`config.mk`:
```
export PLATFORM = sky130hd
export DESIGN_NAME = card_power_seq
export DESIGN_NICKNAME = d
export VERILOG_FILES = /design/src/rtl/cardseq_pkg.sv /design/src/rtl/cardseq_sync.sv /design/src/rtl/cardseq_ctrl.sv /design/src/rtl/cardseq_datapath.sv /design/src/rtl/card_power_seq.sv
export SDC_FILE = /design/constraint.sdc
export NUM_CORES = 1
export LEC_CHECK = 0
export CAP_MARGIN = 20
export CORE_UTILIZATION = 45
export DETAILED_ROUTE_END_ITERATION = 16
export GPL_TIMING_DRIVEN = 1
export HOLD_SLACK_MARGIN = 0.1
export PLACE_DENSITY = 0.58
export RECOVER_POWER = 50
export SLEW_MARGIN = 0
export SYNTH_ARGS = -nofsm -noshare
export SYNTH_HDL_FRONTEND = slang
export SYNTH_SLANG_ARGS = --single-unit
```
`constraint.sdc`:
```
create_clock -name clk -period 2.83 [get_ports clk]
set_input_delay 0.283 -clock clk [delete_from_list [all_inputs] [get_ports clk]]
set_output_delay 0.283 -clock clk [all_outputs]
set_load 0.01 [all_outputs]
```
`src/rtl/cardseq_pkg.sv`:
```
package cardseq_pkg;

  typedef enum logic [1:0] {
    PH_CAL     = 2'd0,
    PH_SLEEP   = 2'd1,
    PH_SWIPE   = 2'd2,
    PH_READOUT = 2'd3
  } seqPhase_t;

  // strobes from the control FSM to the bit datapath
  typedef struct packed {
    logic clrBuf;     // empty the store, line back to idle high
    logic capture;    // store the decoder bit of this cycle
    logic markReady;  // pull the line low: data ready
    logic shiftNext;  // present the next stored bit
  } dpStrobe_t;

endpackage

```
`src/rtl/cardseq_sync.sv`:
```
module cardseq_sync #(
  parameter int               WIDTH     = 1,
  parameter logic [WIDTH-1:0] RESET_VAL = '0
) (
  input  logic             clk,
  input  logic             rstN,
  input  logic [WIDTH-1:0] asyncIn,
  output logic [WIDTH-1:0] syncOut
);

  logic [WIDTH-1:0] stageA;
  logic [WIDTH-1:0] stageB;

  always_ff @(posedge clk or negedge rstN) begin
    if (!rstN) begin
      stageA <= RESET_VAL;
      stageB <= RESET_VAL;
    end else begin
      stageA <= asyncIn;
      stageB <= stageA;
    end
  end

  assign syncOut = stageB;

endmodule

```
`src/rtl/cardseq_ctrl.sv`:
```
module cardseq_ctrl
  import cardseq_pkg::*;
#(
  parameter int CAL_TIMEOUT = 1000
) (
  input  logic       clk,
  input  logic       rstN,
  input  logic       swipeSync,
  input  logic       allDone,
  input  logic       calDone,
  input  logic       hostFall,
  input  logic       bitValid,
  input  logic       bufFull,
  input  logic       readDone,
  output dpStrobe_t  strobes,
  output logic       oscEnable,
  output logic       decodeEnable,
  output logic       calStart,
  output logic       readEnd
);

  localparam int              TW         = $clog2(CAL_TIMEOUT + 1);
  localparam logic [TW-1:0]   TIMER_LAST = TW'(CAL_TIMEOUT - 1);

  seqPhase_t      phase;
  seqPhase_t      nextPhase;
  logic           calPending;
  logic           calStartQ;
  logic [TW-1:0]  calTimer;
  logic           edgeSeen;

  always_comb begin
    nextPhase = phase;
    strobes   = '0;
    unique case (phase)
      PH_CAL: begin
        if (!calPending && (calDone || calTimer == TIMER_LAST))
          nextPhase = PH_SLEEP;
      end
      PH_SLEEP: begin
        if (swipeSync)
          nextPhase = PH_SWIPE;
      end
      PH_SWIPE: begin
        strobes.capture = bitValid;
        if (bufFull || allDone) begin
          nextPhase         = PH_READOUT;
          strobes.markReady = 1'b1;
        end
      end
      PH_READOUT: begin
        if (hostFall) begin
          if (readDone) begin
            nextPhase      = PH_CAL;
            strobes.clrBuf = 1'b1;
          end else begin
            strobes.shiftNext = 1'b1;
          end
        end
      end
      default: nextPhase = PH_CAL;
    endcase
  end

  always_ff @(posedge clk or negedge rstN) begin
    if (!rstN) begin
      phase      <= PH_CAL;
      calPending <= 1'b1;
      calStartQ  <= 1'b0;
      calTimer   <= '0;
      edgeSeen   <= 1'b0;
    end else begin
      phase     <= nextPhase;
      calStartQ <= (phase == PH_CAL) && calPending;

      if (phase == PH_READOUT && nextPhase == PH_CAL)
        calPending <= 1'b1;
      else if (phase == PH_CAL)
        calPending <= 1'b0;

      if (phase == PH_CAL && calPending)
        calTimer <= '0;
      else if (phase == PH_CAL && calTimer != TIMER_LAST)
        calTimer <= calTimer + 1'b1;

      if (strobes.markReady)
        edgeSeen <= 1'b0;
      else if (phase == PH_READOUT && hostFall)
        edgeSeen <= 1'b1;
    end
  end

  assign oscEnable    = (phase != PH_SLEEP);
  assign decodeEnable = (phase == PH_SWIPE);
  assign calStart     = calStartQ;
  assign readEnd      = (phase == PH_READOUT) && !edgeSeen;

endmodule

```
`src/rtl/cardseq_datapath.sv`:
```
module cardseq_datapath
  import cardseq_pkg::*;
#(
  parameter int DEPTH = 64
) (
  input  logic       clk,
  input  logic       rstN,
  input  dpStrobe_t  strobes,
  input  logic       bitData,
  output logic       bufFull,
  output logic       readDone,
  output logic       lineOut
);

  localparam int             CW         = $clog2(DEPTH + 1);
  localparam int             IW         = (DEPTH > 1) ? $clog2(DEPTH) : 1;
  localparam logic [CW-1:0]  FULL_COUNT = CW'(DEPTH);

  logic [DEPTH-1:0] bitStore;
  logic [CW-1:0]    wrCount;
  logic [CW-1:0]    rdPtr;
  logic             outBit;

  assign bufFull  = (wrCount == FULL_COUNT);
  assign readDone = (rdPtr == wrCount);
  assign lineOut  = outBit;

  always_ff @(posedge clk) begin
    if (strobes.capture && !bufFull)
      bitStore[wrCount[IW-1:0]] <= bitData;
  end

  always_ff @(posedge clk or negedge rstN) begin
    if (!rstN) begin
      wrCount <= '0;
      rdPtr   <= '0;
      outBit  <= 1'b1;
    end else if (strobes.clrBuf) begin
      wrCount <= '0;
      rdPtr   <= '0;
      outBit  <= 1'b1;
    end else begin
      if (strobes.capture && !bufFull)
        wrCount <= wrCount + 1'b1;
      if (strobes.markReady)
        outBit <= 1'b0;
      else if (strobes.shiftNext && !readDone) begin
        outBit <= bitStore[rdPtr[IW-1:0]];
        rdPtr  <= rdPtr + 1'b1;
      end
    end
  end

endmodule

```
`src/rtl/card_power_seq.sv`:
```
module card_power_seq
  import cardseq_pkg::*;
#(
  parameter int NUM_TRACKS  = 3,
  parameter int DEPTH       = 64,
  parameter int CAL_TIMEOUT = 1000
) (
  input  logic                  clk,
  input  logic                  rstN,
  input  logic                  swipeActive,
  input  logic [NUM_TRACKS-1:0] trackDone,
  input  logic                  bitValid,
  input  logic                  bitData,
  input  logic                  calDone,
  input  logic                  hostClk,
  output logic                  oscEnable,
  output logic                  decodeEnable,
  output logic                  calStart,
  output logic                  readEnd,
  output logic                  dataOut
);

  logic [1:0] syncBus;
  logic       hostPrev;
  logic       hostFall;
  logic       bufFull;
  logic       readDone;
  dpStrobe_t  strobes;

  // bit 1: host clock (idle high), bit 0: swipe activity
  cardseq_sync #(.WIDTH(2), .RESET_VAL(2'b10)) u_sync (
    .clk     (clk),
    .rstN    (rstN),
    .asyncIn ({hostClk, swipeActive}),
    .syncOut (syncBus)
  );

  always_ff @(posedge clk or negedge rstN) begin
    if (!rstN) hostPrev <= 1'b1;
    else       hostPrev <= syncBus[1];
  end

  assign hostFall = hostPrev && !syncBus[1];

  cardseq_ctrl #(.CAL_TIMEOUT(CAL_TIMEOUT)) u_ctrl (
    .clk          (clk),
    .rstN         (rstN),
    .swipeSync    (syncBus[0]),
    .allDone      (&trackDone),
    .calDone      (calDone),
    .hostFall     (hostFall),
    .bitValid     (bitValid),
    .bufFull      (bufFull),
    .readDone     (readDone),
    .strobes      (strobes),
    .oscEnable    (oscEnable),
    .decodeEnable (decodeEnable),
    .calStart     (calStart),
    .readEnd      (readEnd)
  );

  cardseq_datapath #(.DEPTH(DEPTH)) u_dp (
    .clk      (clk),
    .rstN     (rstN),
    .strobes  (strobes),
    .bitData  (bitData),
    .bufFull  (bufFull),
    .readDone (readDone),
    .lineOut  (dataOut)
  );

endmodule

```
==> results.yml, run 1 <==
yosys:
  async_flop_share_pct: 35.4
  synth_largest_area_cell: "edfxtp_1"
  yosysWarnings: 0
  synth_compound_area_share_pct: 5.68
  syn-num-nets: 405
  synth-seq-area-share_pct: 59.8
  synth_cell_types: 51
  synth_top_family_by_area: "simple AND/OR/NAND/NOR gates"
  ys_ff_latch: 99
  postSynthCellCount: 391
  synthSimpleGateAreaFrac_pct: 18.1
  synth_mux_area_share_pct: 8.30
  synth_fa_ha_area_share_pct: 1.07
  synthXorXnorAreaFrac_pct: 3.92
  synth_flop_cell: "edfxtp_1"
  syn_area_per_cell_sq_um: 12.0
  synth_edf_count: 64
  synth_top_area_share_pct: 41.0
  yosys-top-cells-area: "edfxtp_1 41%, dfrtp_1 16%, nor2_1 7.6%"
  syn_area_sq_um: 4690
placed_design:
  pre_cts_slack_ns: 0.537
  place_congestion: 0.820
  io_buffers: 14
  dpl.hpwl_microns: 6220
detailed_routing:
  routedWlPerCell_microns: 17.6
  num_vias: 2890
  viasPerCell: 5.36
  route.detailed.drc: 0
  drtPass1Iterations: 4
  drtIter0Drc: 122
  drtAntennaViolNets: 0
  wl_microns: 9470
sta:
  fmax_mhz: 438
  layout_worst_path_cycle_share_pct: 80.7
  worst_clock_skew_ns: 0.0143
  fin_ws_ns: 0.545
  rsz0062_at_grt: "no"
  setup_viol: 0
  tns_ns: 0
  slew_violations: 36
  finalHoldViolations: 0
  tightestPinTransition_ns: 1.93
  period_needed_ns: 2.28
  relSlewSlack_pct: -28.9
die:
  placementRows: 36
  die-area_sq_um: 10800
  die_h_microns: 104
  die_w_microns: 104
  core_sq_um: 9950
  start_util_pct: 47.1
  ios: 15
worst_setup_path:
  worst-setup-path-type: "register to register"
  start_kind: "register"
  required_ns: 3.09
  endpoint_kind: "register"
  r2r-start: "u_dp.rdPtr[0]"
  r2r_slack_ns: 0.55
  rr_endpoint: "u_dp.rdPtr[6]"
  reg2reg_depth: 6
  cp_data_arrival_time_ns: 2.54
  path_max_fanout: 14
hold_path:
  hold-path-endpoint: "u_sync.syncOut[1]"
  hold_path_depth: 0
  min_path_type: "register to register"
  holdCritStartpoint: "u_sync.stageA[1]"
power_and_ir_drop:
  peakVddDrop_v: 0.000519
  power_density_nw_per_um2: 823
  p_leak_nw: 1.78
  p_total_mw: 4.23
global_route:
  grt_pass1_vias: 2948
  grt.busiest_layer: "met2"
  met3_usage_pct: 5.26
  use_met2_pct: 31.2
  overflow: 0
  grt_max_degree: 65
  antenna_found_initial: 0
  grt_pass1_wl_microns: 15900
  grt_usage_pct: 19.5
  gr-usage-met1_pct: 26.0
clocking:
  clockBufferDepth: 2
  cts_made_buffers: 9
  cts_tree: "done"
  cts_root_buffer: "clkbuf_8"
  cts_max_level: 3
  cts_resized: 0
  clock-sinks: 99
  post-cts-setup-buffers: 0
  clk_pin_slew_ns: 0.09
  cts_hold_buffers: 0
  clk_latency_ns: 0.38
job:
  cap_violations: 1
outcome:
  violations: "max-capacitance violations, max-slew violations"
  status: "complete, but fails checks"
layout:
  area_delta_synth_final_pct: 9.47
  mostFrequentLayoutCell: "nor2_1"
  layout-drive-gt1-share_pct: 14.8
  layout_common_cells: "95 x nor2_1, 64 x edfxtp_1, 30 x dfrtp_1"
  num-nets-final: 416
  diodes: 0
[logic make-up after synthesis]
kind of cell	after synthesis
buffers and inverters	31
AOI/OAI and AO/OA	37
xor gates and xnor gates	21
DFF	99
adders and majority gates	4
and+or+nand+nor	176
muxes	23
[sequential cells by signal, indices dropped and copies added (netlist names)]
register,count
u_dp.bitStore,64
u_ctrl.calTimer,10
u_dp.rdPtr,7
u_dp.wrCount,7
u_ctrl.phase,2
u_sync.stageA,2
u_sync.syncOut,2
hostPrev,1
u_ctrl.calPending,1
u_ctrl.calStart,1
u_ctrl.edgeSeen,1
u_dp.lineOut,1
[worst max path at each step]
stage                         start           endpoint  slack [ns]  depth (start not counted)
global placement      u_dp.rdPtr[0]       u_dp.lineOut        0.59                          6
detailed placement    u_dp.rdPtr[0]       u_dp.lineOut        0.54                          6
floorplan           u_dp.wrCount[0]  u_dp.bitStore[11]        0.85                          8
global route                   rstN      u_dp.rdPtr[2]        0.32                          2
CTS                   u_dp.rdPtr[0]       u_dp.lineOut        0.52                          6
finish                u_dp.rdPtr[0]      u_dp.rdPtr[6]        0.55                          6
[critical path: stages (launching register included)]
cell and delay [ns]:
dfrtp_1 0.91, buf_4 0.34, ha_1 0.21, and3_1 0.19
and3_1 0.17, o21ai_0 0.08, a22o_1 0.27
[where the power goes]
group / internal (mW) / switching (mW) / leakage, nW
registers: 1.69 / 0.250 / 1.01
logic: 0.608 / 0.768 / 0.675
clock network: 0.412 / 0.495 / 0.0947
[synthesized netlist by cell type, types with 7 or more instances]
| library cell | count |
|---|---|
| clkbuf_1 | 9 |
| dfrtp_1 | 30 |
| edfxtp_1 | 64 |
| inv_1 | 8 |
| mux2_2 | 7 |
| mux4_2 | 12 |
| nand2_1 | 23 |
| nand3_1 | 10 |
| nor2_1 | 95 |
| nor2b_1 | 8 |
| o21ai_0 | 10 |
| xnor2_1 | 17 |
[final cells by class]
class | count | area (sq um)
flip-flops and latches | 99 | 2800
clock inverters | 5 | 62.6
well taps | 133 | 166
fillers | 911 | 4820
clock buffers | 10 | 128
multi-input cells | 261 | 1750
repair buffers | 22 | 194
inverters | 9 | 33.8
[per-stage QoR]
step	hold WS [ns]	util, %	instances	area (sq um)
finish	0.359	51.6	539	5130
global route	0.369	51.6	539	5130
CTS	0.300	51.6	539	5140
detailed placement	0.337	49.7	524	4950
global placement	0.336	49.7	524	4950
floorplan	-0.0126	-	391	4690
[routing by layer]
metal	share of wire, %	routed length, microns
met5	0	0
met3	4.3	405
met2	48	4590
met1	46	4320
met4	1.6	153
Note: power is estimated with default switching activity, not from simulation.
==> run 2, diff against run 1 <==
PLACE_DENSITY = 0.61   (was 0.58)
clock period = 2.1 ns   (was 2.83 ns; I/O delays follow)
==> results.yml, run 2 (synthesis gave the netlist of run 1 again) <==
outcome:
  status: "finished clean"
worst_setup_path:
  start_kind: "register"
  cp_cell_sequence: "inv_1 > ha_1 > nand2_1 > o311ai_4 > nor2_4 > nand2_4 > nor2_1"
  reg2reg_depth: 7
  rr_endpoint: "u_dp.bitStore[32]"
  cp_data_arrival_time_ns: 1.94
  path_buf_inv: 1
  cp_slowest_cell: "dfrtp_1"
  endpoint_kind: "register"
  path_max_fanout: 8
  worst-setup-path-type: "register to register"
  required_ns: 2.18
  r2r-start: "u_dp.wrCount[1]"
  cp-startpoint: "u_dp.wrCount[1]"
  r2r_slack_ns: 0.24
  crit_family: "simple AND/OR/NAND/NOR gates"
  max_stage_delay_ns: 0.44
detailed_routing:
  wl_microns: 9510
  drtPass1Iterations: 4
  num_vias: 2966
  viasPerCell: 5.35
  routedWlPerCell_microns: 17.2
  drtIter0Drc: 198
  drtAntennaViolNets: 0
  route.detailed.drc: 0
layout:
  layout_common_cells: "95 x nor2_1, 64 x edfxtp_1, 30 x dfrtp_1"
  mostFrequentLayoutCell: "nor2_1"
  area_delta_synth_final_pct: 11.9
  fin_cells: 554
  num-nets-final: 430
  final_cell_area_sq_um: 5250
  largest_reg_flops: 64
  layout-drive-gt1-share_pct: 18.3
  diodes: 0
sta:
  rsz0062_at_grt: "no"
  relSlewSlack_pct: 29.3
  tns_ns: 0
  worst_clock_skew_ns: 0.0128
  fmax_mhz: 538
  layout_worst_path_cycle_share_pct: 88.5
  setup_viol: 0
  period_needed_ns: 1.86
  tightestPinTransition_ns: 1.06
  slew_violations: 0
  finalHoldViolations: 0
  fin_ws_ns: 0.241
die:
  start_util_pct: 47.1
  die-area_sq_um: 10800
  ios: 15
  die_h_microns: 104
  die_w_microns: 104
  core_sq_um: 9950
  placementRows: 36
global_route:
  grt_pass1_wl_microns: 15700
  grt_max_degree: 65
  overflow: 0
  grt_pass1_vias: 2982
  antenna_found_initial: 0
  grt_usage_pct: 19.0
power_and_ir_drop:
  p_seq_share_pct: 42.8
  combPwrFrac_pct: 37.4
  p_clk_share_pct: 19.8
  p_switching_mw: 2.10
  p_sw_share_pct: 36.0
  p_leak_nw: 1.86
  power_density_nw_per_um2: 1110
  intPower_mw: 3.73
  peakVddDrop_v: 0.000524
placed_design:
  place_congestion: 0.813
  io_buffers: 14
  pre_cts_slack_ns: 0.145
  place_area_sq_um: 5070
  dpl.hpwl_microns: 6570
  dp_cells: 538
hold_path:
  hold-path-endpoint: "u_sync.syncOut[0]"
  hold_path_depth: 0
  holdCritStartpoint: "u_sync.stageA[0]"
  min_path_type: "register to register"
clocking:
  cts_hold_buffers: 0
  clockBufferDepth: 2
  cts_made_buffers: 9
  clock-sinks: 99
  cts_resized: 0
  cts_tree: "done"
  cts_root_buffer: "clkbuf_8"
  clk_pin_slew_ns: 0.10
  clk_latency_ns: 0.36
  cts_max_level: 3
  post-cts-setup-buffers: 0
job:
  cap_violations: 0
==> run 2: worst max path at each step <==
stage                                    to  slack [ns]  cells past startpoint
after CTS                      decodeEnable        0.23                      2
after detailed placement  u_dp.bitStore[21]        0.15                      4
final                     u_dp.bitStore[32]        0.24                      7
after floorplan           u_dp.bitStore[11]        0.12                      8
after global placement      u_dp.wrCount[5]        0.19                      6
after global routing          u_dp.rdPtr[4]        0.06                      5
==> run 2: through the flow <==
| stage | total power, mW | hold WS [ns] | utilization (%) |
|---|---|---|---|
| floorplan | 4.03 | -0.0856 | - |
| CTS | 5.90 | 0.242 | 52.8 |
| detailed placement | 4.73 | 0.346 | 50.9 |
| finish | 5.83 | 0.364 | 52.7 |
| global route | 6.18 | 0.373 | 52.7 |
| global placement | 4.70 | 0.333 | 50.9 |
==> run 2: worst reg2reg max path: cells and delay by family, from the launching register on <==
family	cells	cell delay [ns]
and+or+nand+nor	4	0.73
DFF	1	0.44
AOI/OAI and AO/OA	1	0.14
buffers and inverters	1	0.08
adders and majority gates	1	0.18
==> run 2: area by class of cell <==
| class | count | area, sq um |
|---|---|---|
| timing repair buffer | 36 | 313 |
| clock buffer | 10 | 138 |
| multi-input combinational | 261 | 1750 |
| inverter | 9 | 33.8 |
| clock inverter | 6 | 47.5 |
| tap | 133 | 166 |
| fill | 883 | 4710 |
| sequential | 99 | 2800 |
==> run 2: power by group through the flow <==
stage / logic, mW / clock network (mW) / registers, mW
global route: 2.40 / 1.25 / 2.53
CTS: 2.20 / 1.19 / 2.50
global placement: 2.16 / 0 / 2.53
finish: 2.18 / 1.15 / 2.50
floorplan: 1.61 / 0 / 2.43
detailed placement: 2.19 / 0 / 2.54
==> run 2: per-layer routing <==
metal | part of all wire [%] | track usage (%)
met1 | 47 | 26.0
met2 | 48 | 30.6
met3 | 4.2 | 3.95
met4 | 0.96 | 5.51
met5 | 0 | 0
==> run 3, diff against run 2 <==
CTS_CLUSTER_SIZE = 28   (was not set)
==> results of run 3 <==
Same layout as run 2: the final DEF is identical, and so are final timing and power.
